### src/rtl/bmt_pkg.sv
package bmt_pkg;

  typedef enum logic [1:0] {
    SEL_STAGE = 2'd0,
    SEL_CTRL  = 2'd1,
    SEL_FLAG  = 2'd2,
    SEL_LOAD  = 2'd3
  } reg_sel_e;

  // control register fields, bit 0 at the bottom
  typedef struct packed {
    logic falling;
    logic both;
    logic ext;
    logic updown;
    logic run;
  } ctrl_t;

  localparam int CTRL_W = $bits(ctrl_t);

  typedef enum logic {
    DIR_UP   = 1'b0,
    DIR_DOWN = 1'b1
  } dir_e;

endpackage

### src/rtl/bmt_tick_gen.sv
module bmt_tick_gen
  import bmt_pkg::*;
#(
  parameter int SYNC_STAGES = 2
) (
  input  logic  clk,
  input  logic  rst_n,
  input  logic  ext_pin,
  input  logic  tick_int,
  input  ctrl_t ctrl,
  output logic  tick
);

  localparam int LAST = SYNC_STAGES - 1;

  logic [SYNC_STAGES-1:0] sync_q, sync_d;
  logic                   prev_q, prev_d;
  logic                   rise, fall, pin_edge;

  always_comb begin
    sync_d[0] = ext_pin;
    for (int i = 1; i < SYNC_STAGES; i++) begin
      sync_d[i] = sync_q[i-1];
    end
    prev_d = sync_q[LAST];
  end

  always_ff @(posedge clk or negedge rst_n) begin
    if (!rst_n) begin
      sync_q <= '0;
      prev_q <= 1'b0;
    end else begin
      sync_q <= sync_d;
      prev_q <= prev_d;
    end
  end

  always_comb begin
    rise = sync_q[LAST] & ~prev_q;
    fall = ~sync_q[LAST] & prev_q;
    if (ctrl.both) begin
      pin_edge = rise | fall;
    end else if (ctrl.falling) begin
      pin_edge = fall;
    end else begin
      pin_edge = rise;
    end
    tick = ctrl.run & (ctrl.ext ? pin_edge : tick_int);
  end

  // an edge detector output lasts at most one cycle per pin transition
  assert_edge_single_R9: assert property (@(posedge clk) disable iff (!rst_n)
    rise |=> !rise);

endmodule

### src/rtl/bmt_regs.sv
module bmt_regs
  import bmt_pkg::*;
#(
  parameter int W            = 16,
  parameter int RESET_PERIOD = 16
) (
  input  logic         clk,
  input  logic         rst_n,
  input  logic         wr_en,
  input  reg_sel_e     wr_sel,
  input  logic [W-1:0] wr_data,
  input  logic         boundary,
  output ctrl_t        ctrl,
  output logic [W-1:0] period,
  output logic         flag
);

  localparam logic [W-1:0] PERIOD_RST = W'(RESET_PERIOD);

  logic [W-1:0] stage_q, stage_d;
  logic [W-1:0] period_q, period_d;
  ctrl_t        ctrl_q, ctrl_d;
  logic         flag_q, flag_d;
  logic         wr_stage, wr_ctrl, wr_clr;

  always_comb begin
    wr_stage = wr_en && (wr_sel == SEL_STAGE);
    wr_ctrl  = wr_en && (wr_sel == SEL_CTRL);
    wr_clr   = wr_en && (wr_sel == SEL_FLAG) && wr_data[0];

    stage_d  = wr_stage ? wr_data : stage_q;

    period_d = period_q;
    if (boundary) begin
      period_d = stage_q;
    end else if (wr_stage && !ctrl_q.run) begin
      period_d = wr_data;
    end

    ctrl_d = wr_ctrl ? ctrl_t'(wr_data[CTRL_W-1:0]) : ctrl_q;

    flag_d = flag_q;
    if (boundary) begin
      flag_d = 1'b1;
    end else if (wr_clr) begin
      flag_d = 1'b0;
    end
  end

  always_ff @(posedge clk or negedge rst_n) begin
    if (!rst_n) begin
      stage_q  <= PERIOD_RST;
      period_q <= PERIOD_RST;
      ctrl_q   <= '0;
      flag_q   <= 1'b0;
    end else begin
      stage_q  <= stage_d;
      period_q <= period_d;
      ctrl_q   <= ctrl_d;
      flag_q   <= flag_d;
    end
  end

  assign ctrl   = ctrl_q;
  assign period = period_q;
  assign flag   = flag_q;

  assert_flag_set_R6: assert property (@(posedge clk) disable iff (!rst_n)
    boundary |=> flag_q);

  assert_flag_clear_R6: assert property (@(posedge clk) disable iff (!rst_n)
    (wr_clr && !boundary) |=> !flag_q);

  assert_period_hold_R5: assert property (@(posedge clk) disable iff (!rst_n)
    (ctrl_q.run && !boundary) |=> $stable(period_q));

  assert_period_load_R5: assert property (@(posedge clk) disable iff (!rst_n)
    boundary |=> (period_q == $past(stage_q)));

endmodule

### src/rtl/bmt_counter.sv
module bmt_counter
  import bmt_pkg::*;
#(
  parameter int W = 16
) (
  input  logic         clk,
  input  logic         rst_n,
  input  logic         tick,
  input  logic         updown,
  input  logic [W-1:0] period,
  input  logic         load_en,
  input  logic [W-1:0] load_val,
  output logic [W-1:0] count,
  output logic         boundary
);

  localparam logic [W-1:0] ONE  = W'(1);
  localparam logic [W-1:0] TWO  = W'(2);
  localparam logic [W-1:0] MAXV = '1;

  logic [W-1:0] cnt_q, cnt_d;
  dir_e         dir_q, dir_d;
  logic         at_top, at_max, descend;

  always_comb begin
    at_top   = (cnt_q == period);
    at_max   = (cnt_q == MAXV);
    descend  = updown && ((dir_q == DIR_DOWN) || at_top);
    cnt_d    = cnt_q;
    dir_d    = dir_q;
    boundary = 1'b0;
    if (load_en) begin
      cnt_d = load_val;
      dir_d = DIR_UP;
    end else begin
      if (!updown) begin
        dir_d = DIR_UP;
      end
      if (tick) begin
        if (!updown && at_top) begin
          cnt_d    = ONE;
          boundary = 1'b1;
        end else if (descend) begin
          if (cnt_q <= TWO) begin
            cnt_d    = ONE;
            dir_d    = DIR_UP;
            boundary = 1'b1;
          end else begin
            cnt_d = cnt_q - ONE;
            dir_d = DIR_DOWN;
          end
        end else if (at_max) begin
          cnt_d = ONE;
        end else begin
          cnt_d = cnt_q + ONE;
        end
      end
    end
  end

  always_ff @(posedge clk or negedge rst_n) begin
    if (!rst_n) begin
      cnt_q <= ONE;
      dir_q <= DIR_UP;
    end else begin
      cnt_q <= cnt_d;
      dir_q <= dir_d;
    end
  end

  assign count = cnt_q;

  assert_up_match_R3: assert property (@(posedge clk) disable iff (!rst_n)
    (tick && !updown && !load_en && (count == period)) |=> (count == ONE));

  assert_descend_floor_R4: assert property (@(posedge clk) disable iff (!rst_n)
    (dir_q == DIR_DOWN) |-> (cnt_q >= TWO));

  assert_boundary_one_R5: assert property (@(posedge clk) disable iff (!rst_n)
    boundary |=> (count == ONE));

  assert_wrap_top_R7: assert property (@(posedge clk) disable iff (!rst_n)
    (tick && !load_en && (count == MAXV) && (period != MAXV)) |=> (count == ONE));

  assert_hold_R10: assert property (@(posedge clk) disable iff (!rst_n)
    (!tick && !load_en) |=> $stable(count));

endmodule

### src/rtl/bmt_timer.sv
module bmt_timer
  import bmt_pkg::*;
#(
  parameter int W            = 16,
  parameter int RESET_PERIOD = 16,
  parameter int SYNC_STAGES  = 2
) (
  input  logic         clk,
  input  logic         rst_n,
  input  logic         wr_en,
  input  logic [1:0]   wr_addr,
  input  logic [W-1:0] wr_data,
  input  logic         tick_int,
  input  logic         ext_pin,
  output logic [W-1:0] count,
  output logic         flag
);

  reg_sel_e     wr_sel;
  ctrl_t        ctrl;
  logic [W-1:0] period;
  logic         tick, boundary, load_en;

  assign wr_sel  = reg_sel_e'(wr_addr);
  assign load_en = wr_en && (wr_sel == SEL_LOAD) && !ctrl.run;

  bmt_tick_gen #(.SYNC_STAGES(SYNC_STAGES)) u_tick (
    .clk      (clk),
    .rst_n    (rst_n),
    .ext_pin  (ext_pin),
    .tick_int (tick_int),
    .ctrl     (ctrl),
    .tick     (tick)
  );

  bmt_regs #(.W(W), .RESET_PERIOD(RESET_PERIOD)) u_regs (
    .clk      (clk),
    .rst_n    (rst_n),
    .wr_en    (wr_en),
    .wr_sel   (wr_sel),
    .wr_data  (wr_data),
    .boundary (boundary),
    .ctrl     (ctrl),
    .period   (period),
    .flag     (flag)
  );

  bmt_counter #(.W(W)) u_cnt (
    .clk      (clk),
    .rst_n    (rst_n),
    .tick     (tick),
    .updown   (ctrl.updown),
    .period   (period),
    .load_en  (load_en),
    .load_val (wr_data),
    .count    (count),
    .boundary (boundary)
  );

  // a stopped channel ignores ticks
  assert_stopped_still_R10: assert property (@(posedge clk) disable iff (!rst_n)
    (!ctrl.run && !(wr_en && (wr_sel == SEL_LOAD))) |=> $stable(count));

endmodule

### config.mk
export PLATFORM = sky130hd
export DESIGN_NAME = bmt_timer
export DESIGN_NICKNAME = d
export VERILOG_FILES = /design/src/rtl/bmt_pkg.sv /design/src/rtl/bmt_tick_gen.sv /design/src/rtl/bmt_regs.sv /design/src/rtl/bmt_counter.sv /design/src/rtl/bmt_timer.sv
export SDC_FILE = /design/constraint.sdc
export NUM_CORES = 1
export LEC_CHECK = 0
export BUFFER_PORTS_ARGS = -buffer_cell sky130_fd_sc_hd__buf_2
export CAP_MARGIN = 25
export CORE_AREA = 2 2 59 117
export CTS_BUF_LIST = sky130_fd_sc_hd__clkbuf_2
export CTS_CLUSTER_SIZE = 14
export DETAILED_ROUTE_END_ITERATION = 6
export DIE_AREA = 0 0 61 119
export PLACE_DENSITY = 0.86
export SYNTH_ARGS = -nofsm -noshare
export SYNTH_HDL_FRONTEND = slang
export SYNTH_SLANG_ARGS = --single-unit
### constraint.sdc
create_clock -name clk -period 3.5 [get_ports clk]
set_input_delay 0.525 -clock clk [delete_from_list [all_inputs] [get_ports clk]]
set_output_delay 0.525 -clock clk [all_outputs]
set_load 0.1 [all_outputs]
==> out/results.txt, run 1 <==
status = finished clean
PortBufs = 39
Arr. time, crit path = 3.05 ns
fraction of registers with async set/reset = 100%
routed len/inst = 19.0 µm
worst rel slew slack = 43.4%
first-pass GRT wire length = 15600 µm
TritonCTS clock tree = built
root buffer cell = clkbuf_2
Max Slew Vio Count = 0
Post-synth EDFFs = 0
flip-flop and latch count after synthesis = 58
WL final = 9680 µm
num rows = 42
Starting Density = 57.5%
most frequent cells in the layout = 55 x dfrtp_1, 39 x buf_2, 37 x a21oi_1
Worst Hold Class = in -> async
Slew @ Worst Pin = 0.846 ns
peak supply drop = 694 µV
Post-CTS Hold Buffers = 0
area grow syn2layout = 8.48%
Startpoint Class = flop
ANT cells = 0
Post-route DRC = 0
Setup violations, final = 0
Synth Net Count = 418
pin count of the biggest net entering global routing = 35
initial antenna violation count = 0
core area = 0.00646 mm²
Skew-Pair Late Insertion Delay = 0.51 ns
Crit path max-delay family = simple AND/OR/NAND/NOR gates
clock sink count = 58
Reg area = 0.00146 mm²
Fin. Hold Viols = 0
most common cell after layout, fill and taps aside = dfrtp_1
Min Hold Slack = 0.0792 ns
Detailed Route Iter0 Violations = 210
Tmin final = 2.70 ns
Yosys warning count = 0
Global Route Usage Sum = 28.9%
RSZ-0062 raised after global routing = no
CP max FO = 34
Worst-path clk slew = 0.16 ns
main flop type after synthesis = dfrtp_1
via/cell ratio = 6.28
critical path's slowest cell = dfrtp_1
final weighted congestion in routability-driven placement = 1.01
Power Dens Cells = 863 mW/mm²
Worst Path Buf+Inv = 0
vias in the first global route = 3141
Unique masters post-synth = 61
Setup Buffers After CTS = 0
routed vias = 3194
Synth Cell Area = 0.00372 mm²
num ports = 40
f_max = 0.371 GHz
layout net count = 445
clock buffer count from CTS = 9
Syn Inst Count = 390
total gr overflow = 0
HPWL Detailed = 7130 µm
Inst Count DP = 494
Worst path max stage delay = 0.55 ns
area of the multi-input gates = 0.00208 mm²
endpoint type of the worst setup path = flop
setup TNS = 0 ns
Chip Height = 119 µm
Post-DRT Antenna Nets = 0
layout cells sized above 1 = 24.5%
Pre-antenna DRT Iters = 5
clk buf depth = 2
total die area = 0.00726 mm²
CTS resizes = 0
critical path, cell by cell = or3_4 > or4_4 > o41ai_4 > o211ai_4 > nor2_1 > a21oi_1
final-layout fill cell count = 572
Pleak = 1.63 nW
Max-cap violations = 0
H-tree depth = 3
required time worst endpoint = 3.85 ns
CP Class = reg -> reg
Final Cycle Share = 77.0%
Seq/Total Area, Yosys = 39.1%
Final Non-Filler Cells = 509
Mean Syn Cell Area = 9.53 µm²
Clock Skews = 0.0173 ns
Die X-Extent = 61 µm
[routing by layer]
layer	GRT usage, %	wire length (µm)	up-vias
met3	6.08	636	38
met4	13.7	403	0
met5	0	0	-
met1	38.0	3820	1528
met2	44.2	4820	156
li1	-	-	1472
[synth_stat cells (all sizes together), types with 5 or more instances]
cell type	n	share of area, %
dfrtp	55	37
a21oi	37	5.0
nor2	37	3.8
xnor2	25	5.9
mux2	22	6.7
clkbuf	18	1.8
mux2i	18	4.8
nand3	18	2.4
nand2	17	1.7
buf	14	2.5
o21ai	13	1.9
xor2	12	2.8
nor3	9	1.2
o22ai	9	1.5
inv	8	0.81
nand4	7	1.2
nor4	6	1.2
a211oi	5	1.0
and3	5	0.87
ha	5	1.7
or4	5	1.1
[worst paths after layout]
| check | from | endpoint | slack [ns] | depth (start not counted) |
|---|---|---|---|---|
| setup / recovery | u_cnt.count[10] | u_regs.period[9] | 0.80 | 6 |
| max in group asynchronous | rst_n | u_regs.period[14] | 2.66 | 2 |
| hold / removal | rst_n | u_cnt.count[1] | 0.08 | 1 |
| min in group clk | ext_pin | u_tick.sync_q[0] | 0.12 | 1 |
| hold reg to reg | u_tick.sync_q[0] | u_tick.sync_q[1] | 0.37 | 0 |
| setup reg to reg | u_cnt.count[10] | u_regs.period[9] | 0.80 | 6 |
[flip-flops by register name, indices dropped and copies added, names as in the netlist]
register / count
u_tick.prev_q: 1
u_regs.ctrl: 5
u_regs.stage_q: 16
u_cnt.dir_q: 1
u_tick.sync_q: 2
u_regs.period: 16
u_cnt.count: 16
u_regs.flag: 1
[area by class of cell]
cell class	count	share of cell area (%)
repair buffers	48	6.51
well taps	88	2.73
flip-flops and latches	58	36.1
multi-input cells	292	51.5
clock buffers	11	1.36
inverters	8	0.744
clock inverters	4	1.09
[power breakdown]
group / switching [mW] / internal (mW) / total [mW]
combinational: 1.24 / 0.566 / 1.81
sequential: 0.391 / 0.873 / 1.26
clock: 0.244 / 0.163 / 0.407
total: 1.88 / 1.60 / 3.48
[through the flow]
stage	power (mW)	instance area, µm²	util (%)	setup WS, ns
6_report	3.48	4030	62.4	0.804
5_1_grt	3.65	4030	62.4	0.620
4_1_cts	3.46	4030	62.4	0.804
3_5_place_dp	3.06	3940	60.9	0.810
3_3_place_gp	3.03	3940	60.9	0.894
2_1_floorplan	2.70	3720	-	0.502
[logic make-up after synthesis]
group | synth area share [%]
AND/OR/NAND/NOR | 16.9
AO/OA/AOI/OAI | 17.0
flip-flops | 39.1
buffers and inverters | 5.08
multiplexers | 11.5
XOR/XNOR | 8.71
adder cells (fa/ha/maj) | 1.68
No activity file was read; power rests on OpenSTA's default activity.
==> run 2: changes to the inputs <==
==> constraint.sdc (replaced) <==
create_clock -name clk -period 2.8 [get_ports clk]
set_input_delay 0.42 -clock clk [delete_from_list [all_inputs] [get_ports clk]]
set_output_delay 0.42 -clock clk [all_outputs]
set_load 0.1 [all_outputs]
==> run 2 against run 1 <==
Die area is the same. First-iteration DRC count is 41% higher. Hold slack gained 0.069 ns. Fmax increased by 7.4%. Global-route usage rose by 0.91 points. Register-to-register slack worse by 0.51 ns. Non-clock buffer count increased by 18. Count of clock-buffer cells in the layout down 2. Routed wire length about the same. Via count is 2.0% higher. Sequential share of layout area shrank 1.4 points. Clock skew is 0.015 ns higher. Highest routed layer unchanged.
==> out/results.txt, run 2 (synthesis gave the netlist of run 1 again) <==
status = finished clean (unchanged)
Slew @ Worst Pin = 0.901 ns (was 0.846 ns)
clock buffer count from CTS = 9 (unchanged)
via/cell ratio = 6.17 (was 6.28)
CP Class = reg -> reg (unchanged)
Inst Count DP = 510 (was 494)
TritonCTS clock tree = built (unchanged)
required time worst endpoint = 3.25 ns (was 3.85 ns)
core area = 0.00646 mm² (unchanged)
CP max FO = 13 (was 34)
Min Hold Slack = 0.149 ns (was 0.0792 ns)
Power Dens Cells = 1090 mW/mm² (was 863 mW/mm²)
Reg area = 0.00146 mm² (about the same)
routed len/inst = 18.3 µm (was 19.0 µm)
Post-CTS Hold Buffers = 2 (was 0)
Max Slew Vio Count = 0 (unchanged)
worst rel slew slack = 39.6% (was 43.4%)
root buffer cell = clkbuf_2 (unchanged)
total gr overflow = 0 (unchanged)
layout net count = 463 (was 445)
Starting Density = 57.5% (unchanged)
peak supply drop = 789 µV (was 694 µV)
Max-cap violations = 0 (unchanged)
WL final = 9680 µm (about the same)
Final Cycle Share = 89.7% (was 77.0%)
final weighted congestion in routability-driven placement = 1.03 (was 1.01)
Clock Skews = 0.0326 ns (was 0.0173 ns)
Fin. Hold Viols = 0 (unchanged)
Worst-path clk slew = 0.19 ns (was 0.16 ns)
most frequent cells in the layout = 52 x dfrtp_1, 39 x buf_2, 37 x a21oi_1 (was 55 x dfrtp_1, 39 x buf_2, 37 x a21oi_1)
H-tree depth = 3 (unchanged)
Global Route Usage Sum = 29.8% (was 28.9%)
initial antenna violation count = 0 (unchanged)
Final Cell Area = 0.00421 mm² (was 0.00403 mm²)
ANT cells = 0 (unchanged)
final-layout fill cell count = 537 (was 572)
pin count of the biggest net entering global routing = 59 (was 35)
Pre-antenna DRT Iters = 5 (unchanged)
placed inst area = 0.00406 mm² (was 0.00394 mm²)
critical path, cell by cell = inv_1 > ha_1 > or3b_2 > nor3_1 > o221a_2 > a21oi_1 > nor4_1 > o22ai_1 (was or3_4 > or4_4 > o41ai_4 > o211ai_4 > nor2_1 > a21oi_1)
Post-route DRC = 0 (unchanged)
num ports = 40 (unchanged)
endpoint type of the worst setup path = flop (unchanged)
Skew-Pair Late Insertion Delay = 0.54 ns (was 0.51 ns)
clk buf depth = 2 (unchanged)
num rows = 42 (unchanged)
PortBufs = 39 (unchanged)
Worst Path Buf+Inv = 1 (was 0)
first-pass GRT wire length = 16000 µm (was 15600 µm)
Die X-Extent = 61 µm (unchanged)
CTS resizes = 0 (unchanged)
Detailed Route Iter0 Violations = 296 (was 210)
Worst Hold Class = in -> reg (was in -> async)
clock sink count = 58 (unchanged)
total die area = 0.00726 mm² (unchanged)
Startpoint Class = flop (unchanged)
area of the multi-input gates = 0.00208 mm² (unchanged)
Arr. time, crit path = 2.96 ns (was 3.05 ns)
Setup violations, final = 0 (unchanged)
Post-DRT Antenna Nets = 0 (unchanged)
Chip Height = 119 µm (unchanged)
vias in the first global route = 3149 (was 3141)
Crit path max-delay family = simple AND/OR/NAND/NOR gates (unchanged)
Setup Buffers After CTS = 0 (unchanged)
most common cell after layout, fill and taps aside = dfrtp_1 (unchanged)
Worst path max stage delay = 0.56 ns (was 0.55 ns)
Tmin final = 2.51 ns (was 2.70 ns)
area grow syn2layout = 13.2% (was 8.48%)
critical path's slowest cell = or3b_2 (was dfrtp_1)
f_max = 0.398 GHz (was 0.371 GHz)
layout cells sized above 1 = 27.5% (was 24.5%)
Final Non-Filler Cells = 528 (was 509)
routed vias = 3258 (was 3194)
HPWL Detailed = 7120 µm (was 7130 µm)
Pleak = 1.72 nW (was 1.63 nW)
RSZ-0062 raised after global routing = no (unchanged)
## run 2: stage by stage
stage | TNS (ns) | setup WS [ns] | util [%] | power, mW
global route | 0 | 0.0940 | 65.1 | 4.83
global placement | 0 | 0.397 | 62.8 | 3.92
detailed placement | 0 | 0.305 | 62.8 | 3.97
finish | 0 | 0.289 | 65.1 | 4.60
CTS | 0 | 0.295 | 65.1 | 4.59
floorplan | -0.00382 | -0.00382 | - | 3.38
## run 2: routing by layer
metal	vias to the layer above	wire length, µm	GRT usage, %
met4	0	538	17.4
met1	1551	3820	39.6
met2	146	4660	43.9
met3	47	657	5.86
li1	1514	-	-
met5	-	0	0
## run 2: worst paths after layout
path	startpoint	to	slack, ns	cells after the start
hold reg to reg	u_tick.sync_q[0]	u_tick.sync_q[1]	0.37	0
max in group asynchronous	rst_n	u_cnt.count[9]	1.71	3
setup reg to reg	u_cnt.count[1]	u_cnt.count[6]	0.29	8
setup / recovery	u_cnt.count[1]	u_cnt.count[6]	0.29	8
hold / removal	wr_data[2]	u_regs.stage_q[2]	0.15	2
min in group asynchronous	rst_n	u_regs.ctrl[1]	0.52	3
## run 2: area by class of cell
class	instances	share of cell area, %
multi-input cells	292	49.4
flip-flops and latches	58	34.7
repair buffers	66	9.57
well taps	88	2.62
clock inverters	7	1.99
clock buffers	9	1.07
inverters	8	0.714
## run 2: worst register-to-register path, delay by kind of cell (launching register included)
family	cells	cell delay, ns
flip-flops	1	0.53
AND/OR/NAND/NOR	3	1.17
buffers and inverters	1	0.10
adder cells (fa/ha/maj)	1	0.21
AO/OA/AOI/OAI	3	0.43
## run 2: power breakdown
part,internal (mW),switching [mW],leakage [nW],total [mW]
Sequential,1.10,0.284,0.687,1.38
Combinational,0.812,1.80,0.963,2.61
Clock,0.285,0.322,0.0744,0.607
Total,2.20,2.40,1.72,4.60
==> run 3: changes to the inputs <==
--- a/config.mk
+++ b/config.mk
@@ -7,12 +7,13 @@
 export LEC_CHECK = 0
 export BUFFER_PORTS_ARGS = -buffer_cell sky130_fd_sc_hd__buf_2
 export CAP_MARGIN = 25
-export CORE_AREA = 2 2 59 117
+export CORE_AREA = 2 2 60 119
 export CTS_BUF_LIST = sky130_fd_sc_hd__clkbuf_2
 export CTS_CLUSTER_SIZE = 14
 export DETAILED_ROUTE_END_ITERATION = 6
-export DIE_AREA = 0 0 61 119
+export DIE_AREA = 0 0 62 121
 export PLACE_DENSITY = 0.86
 export SYNTH_ARGS = -nofsm -noshare
 export SYNTH_HDL_FRONTEND = slang
+export SYNTH_HIERARCHICAL = 1
 export SYNTH_SLANG_ARGS = --single-unit
==> run 3 against run 2 <==
First-iteration DRC count fell by 25%. Flip-flop and latch count did not move. Synthesized cell count fell by 3.3%. Setup slack got worse by 0.34 ns. Critical path type unchanged. Largest power group unchanged. Routed wire length rose by 15%. The run now ends with negative setup slack left. Cell count rose by 2.5%. Fmax fell by 12%.
==> out/results.txt, run 3 <==
status = finished with violations (was finished clean)
failing checks = negative setup slack
most frequent cells in the layout = 45 x buf_4, 40 x dfrtp_1, 39 x buf_2 (was 52 x dfrtp_1, 39 x buf_2, 37 x a21oi_1)
Post-DRT Antenna Nets = 0 (unchanged)
Setup violations, final = 14 (was 0)
routed len/inst = 20.6 µm (was 18.3 µm)
Min Hold Slack = 0.0331 ns (was 0.149 ns)
flip-flop and latch count after synthesis = 58 (unchanged)
Fin. Hold Viols = 0 (unchanged)
Arr. time, crit path = 3.25 ns (was 2.96 ns)
total die area = 0.00750 mm² (was 0.00726 mm²)
Synth top cells by count = 55 x dfrtp_1, 43 x mux2_2, 27 x xnor2_1 (was 55 x dfrtp_1, 37 x a21oi_1, 36 x nor2_1)
Worst path max stage delay = 0.61 ns (was 0.56 ns)
Pleak = 2.03 nW (was 1.72 nW)
Slew @ Worst Pin = 0.874 ns (was 0.901 ns)
total gr overflow = 0 (unchanged)
critical path's slowest cell = or4_4 (was or3b_2)
Max Slew Vio Count = 0 (unchanged)
clk buf depth = 2 (unchanged)
pin count of the biggest net entering global routing = 59 (unchanged)
Worst Path Buf+Inv = 2 (was 1)
num ports = 40 (unchanged)
Clock Skews = 0.0291 ns (was 0.0326 ns)
Die X-Extent = 62 µm (was 61 µm)
Crit path max-delay family = simple AND/OR/NAND/NOR gates (unchanged)
final weighted congestion in routability-driven placement = 0.981 (was 1.03)
Synth Net Count = 405 (was 418)
routed vias = 3425 (was 3258)
area share of the largest cell type after synthesis = 35.7% (was 37.0%)
most common cell after layout, fill and taps aside = buf_4 (was dfrtp_1)
Final Cycle Share = 102% (was 89.7%)
RSZ-0062 raised after global routing = yes (was no)
Post-route DRC = 0 (unchanged)
root buffer cell = clkbuf_2 (unchanged)
Max-cap violations = 0 (unchanged)
PortBufs = 39 (unchanged)
worst rel slew slack = 41.2% (was 39.6%)
clock sink count = 58 (unchanged)
Detailed Route Iter0 Violations = 221 (was 296)
first-pass GRT wire length = 17600 µm (was 16000 µm)
cell with the most instances after synthesis = dfrtp_1 (unchanged)
Core Util, Final = 71.8% (was 65.1%)
worst r2r path cells = 8 (unchanged)
critical path, cell by cell = or4_4 > nor3_4 > nand2b_4 > a211oi_4 > buf_6 > buf_6 > mux2_4 > mux2_4 (was inv_1 > ha_1 > or3b_2 > nor3_1 > o221a_2 > a21oi_1 > nor4_1 > o22ai_1)
Power Dens Cells = 971 mW/mm² (was 1090 mW/mm²)
clock buffer count from CTS = 9 (unchanged)
Startpoint Class = flop (unchanged)
final-layout fill cell count = 486 (was 537)
Post-synth EDFFs = 0 (unchanged)
required time worst endpoint = 3.20 ns (was 3.25 ns)
num rows = 42 (unchanged)
main flop type after synthesis = dfrtp_1 (unchanged)
Seq/Total Area, Yosys = 37.7% (was 39.1%)
fraction of registers with async set/reset = 100% (unchanged)
Skew-Pair Late Insertion Delay = 0.50 ns (was 0.54 ns)
vias in the first global route = 3472 (was 3149)
CP Class = reg -> reg (unchanged)
R2R Setup Slk = -0.05 ns (was 0.29 ns)
HPWL Detailed = 8320 µm (was 7120 µm)
Synth Cell Area = 0.00386 mm² (was 0.00372 mm²)
area grow syn2layout = 22.2% (was 13.2%)
critical path depth = 8 (unchanged)
Syn Inst Count = 377 (was 390)
Worst-path clk slew = 0.18 ns (was 0.19 ns)
TritonCTS clock tree = built (unchanged)
Chip Height = 121 µm (was 119 µm)
Worst Hold Class = in -> async (was in -> reg)
Global Route Usage Sum = 32.5% (was 29.8%)
Yosys top cell by area = dfrtp_1 (unchanged)
CP max FO = 8 (was 13)
top cells by area, synth = dfrtp_1 36%, mux2_2 13%, xnor2_1 6.1% (was dfrtp_1 37%, mux2_2 6.7%, xnor2_1 5.9%)
Starting Density = 58.8% (was 57.5%)
core area = 0.00657 mm² (was 0.00646 mm²)
final worst-path setup slack = -0.0530 ns (was 0.289 ns)
endpoint type of the worst setup path = flop (unchanged)
layout net count = 475 (was 463)
Yosys warning count = 6 (was 0)
peak supply drop = 698 µV (was 789 µV)
layout cells sized above 1 = 42.9% (was 27.5%)
via/cell ratio = 6.33 (was 6.17)
H-tree depth = 3 (unchanged)
Tmin final = 2.85 ns (was 2.51 ns)
initial antenna violation count = 1 (was 0)
Pre-antenna DRT Iters = 5 (unchanged)
Unique masters post-synth = 63 (was 61)
Mean Syn Cell Area = 10.2 µm² (was 9.53 µm²)
f_max = 0.351 GHz (was 0.398 GHz)
WL final = 11100 µm (was 9680 µm)
-- run 3: layer usage --
layer | vias to the layer above | GRT usage, % | share of wire, %
li1 | 1537 | - | -
met1 | 1650 | 37.8 | 36
met2 | 176 | 51.9 | 52
met3 | 62 | 6.18 | 5.1
met4 | 0 | 21.0 | 7.3
met5 | - | 0 | 0
-- run 3: final timing paths --
check,start,to
worst min register to register,u_tick/sync_q[0],u_tick/sync_q[1]
worst min-delay path,rst_n,u_regs/period[5]
worst max register to register,u_cnt/count[6],u_regs/period[10]
max in group asynchronous,rst_n,u_cnt/count[15]
worst max-delay path,u_cnt/count[6],u_regs/period[10]
min in group clk,wr_data[6],u_cnt/count[6]
-- run 3: final cells by class --
cell class | instances | area, µm² | share of cell area, %
clock inverter | 6 | 81.3 | 1.72
timing repair buffer | 88 | 581 | 12.3
clock buffer | 10 | 50.0 | 1.06
multi-input combinational | 277 | 2340 | 49.6
sequential | 58 | 1510 | 31.9
antenna | 1 | 2.50 | 0.0530
inverter | 13 | 48.8 | 1.03
tap | 88 | 110 | 2.33
-- run 3: cell families (layout without fill, tap and decap cells) --
logic type      Yosys count  in the layout  share of synthesized area [%]
xor+xnor                 29             29                           6.77
fa+ha+maj                 5              5                           1.62
mux                      61             61                           18.5
flops                    58             58                           37.7
compound gates           73             73                           13.4
buf+inv                  42            117                           4.96
other cells               0              1                              0
simple gates            109            109                           17.1
-- run 3: metrics by stage --
stage	area [µm²]	power, mW	TNS [ns]	instances	worst slack [ns]
finish	4720	4.58	-0.503	541	-0.0530
global route	4720	4.80	-0.914	541	-0.0812
CTS	4600	4.51	0	532	0.0297
detailed placement	4460	3.88	0	515	0.0693
global placement	4460	3.84	0	515	0.131
floorplan	4030	3.30	-1.43	377	-0.156
-- run 3: repair_timing --
| item | 4_1_cts | 5_1_grt |
|---|---|---|
| resized for setup | 0 | 16 |
| endpoints found under the setup margin | 0 | 12 |
| setup buffers | 0 | 7 |
| hold buffers | 1 | 0 |
| hold endpoints to repair | 1 | 0 |
-- run 3: where the power goes --
part	total, mW	internal [mW]	switching [mW]
clock	0.609	0.293	0.315
combinational	2.56	0.898	1.66
sequential	1.41	1.12	0.291
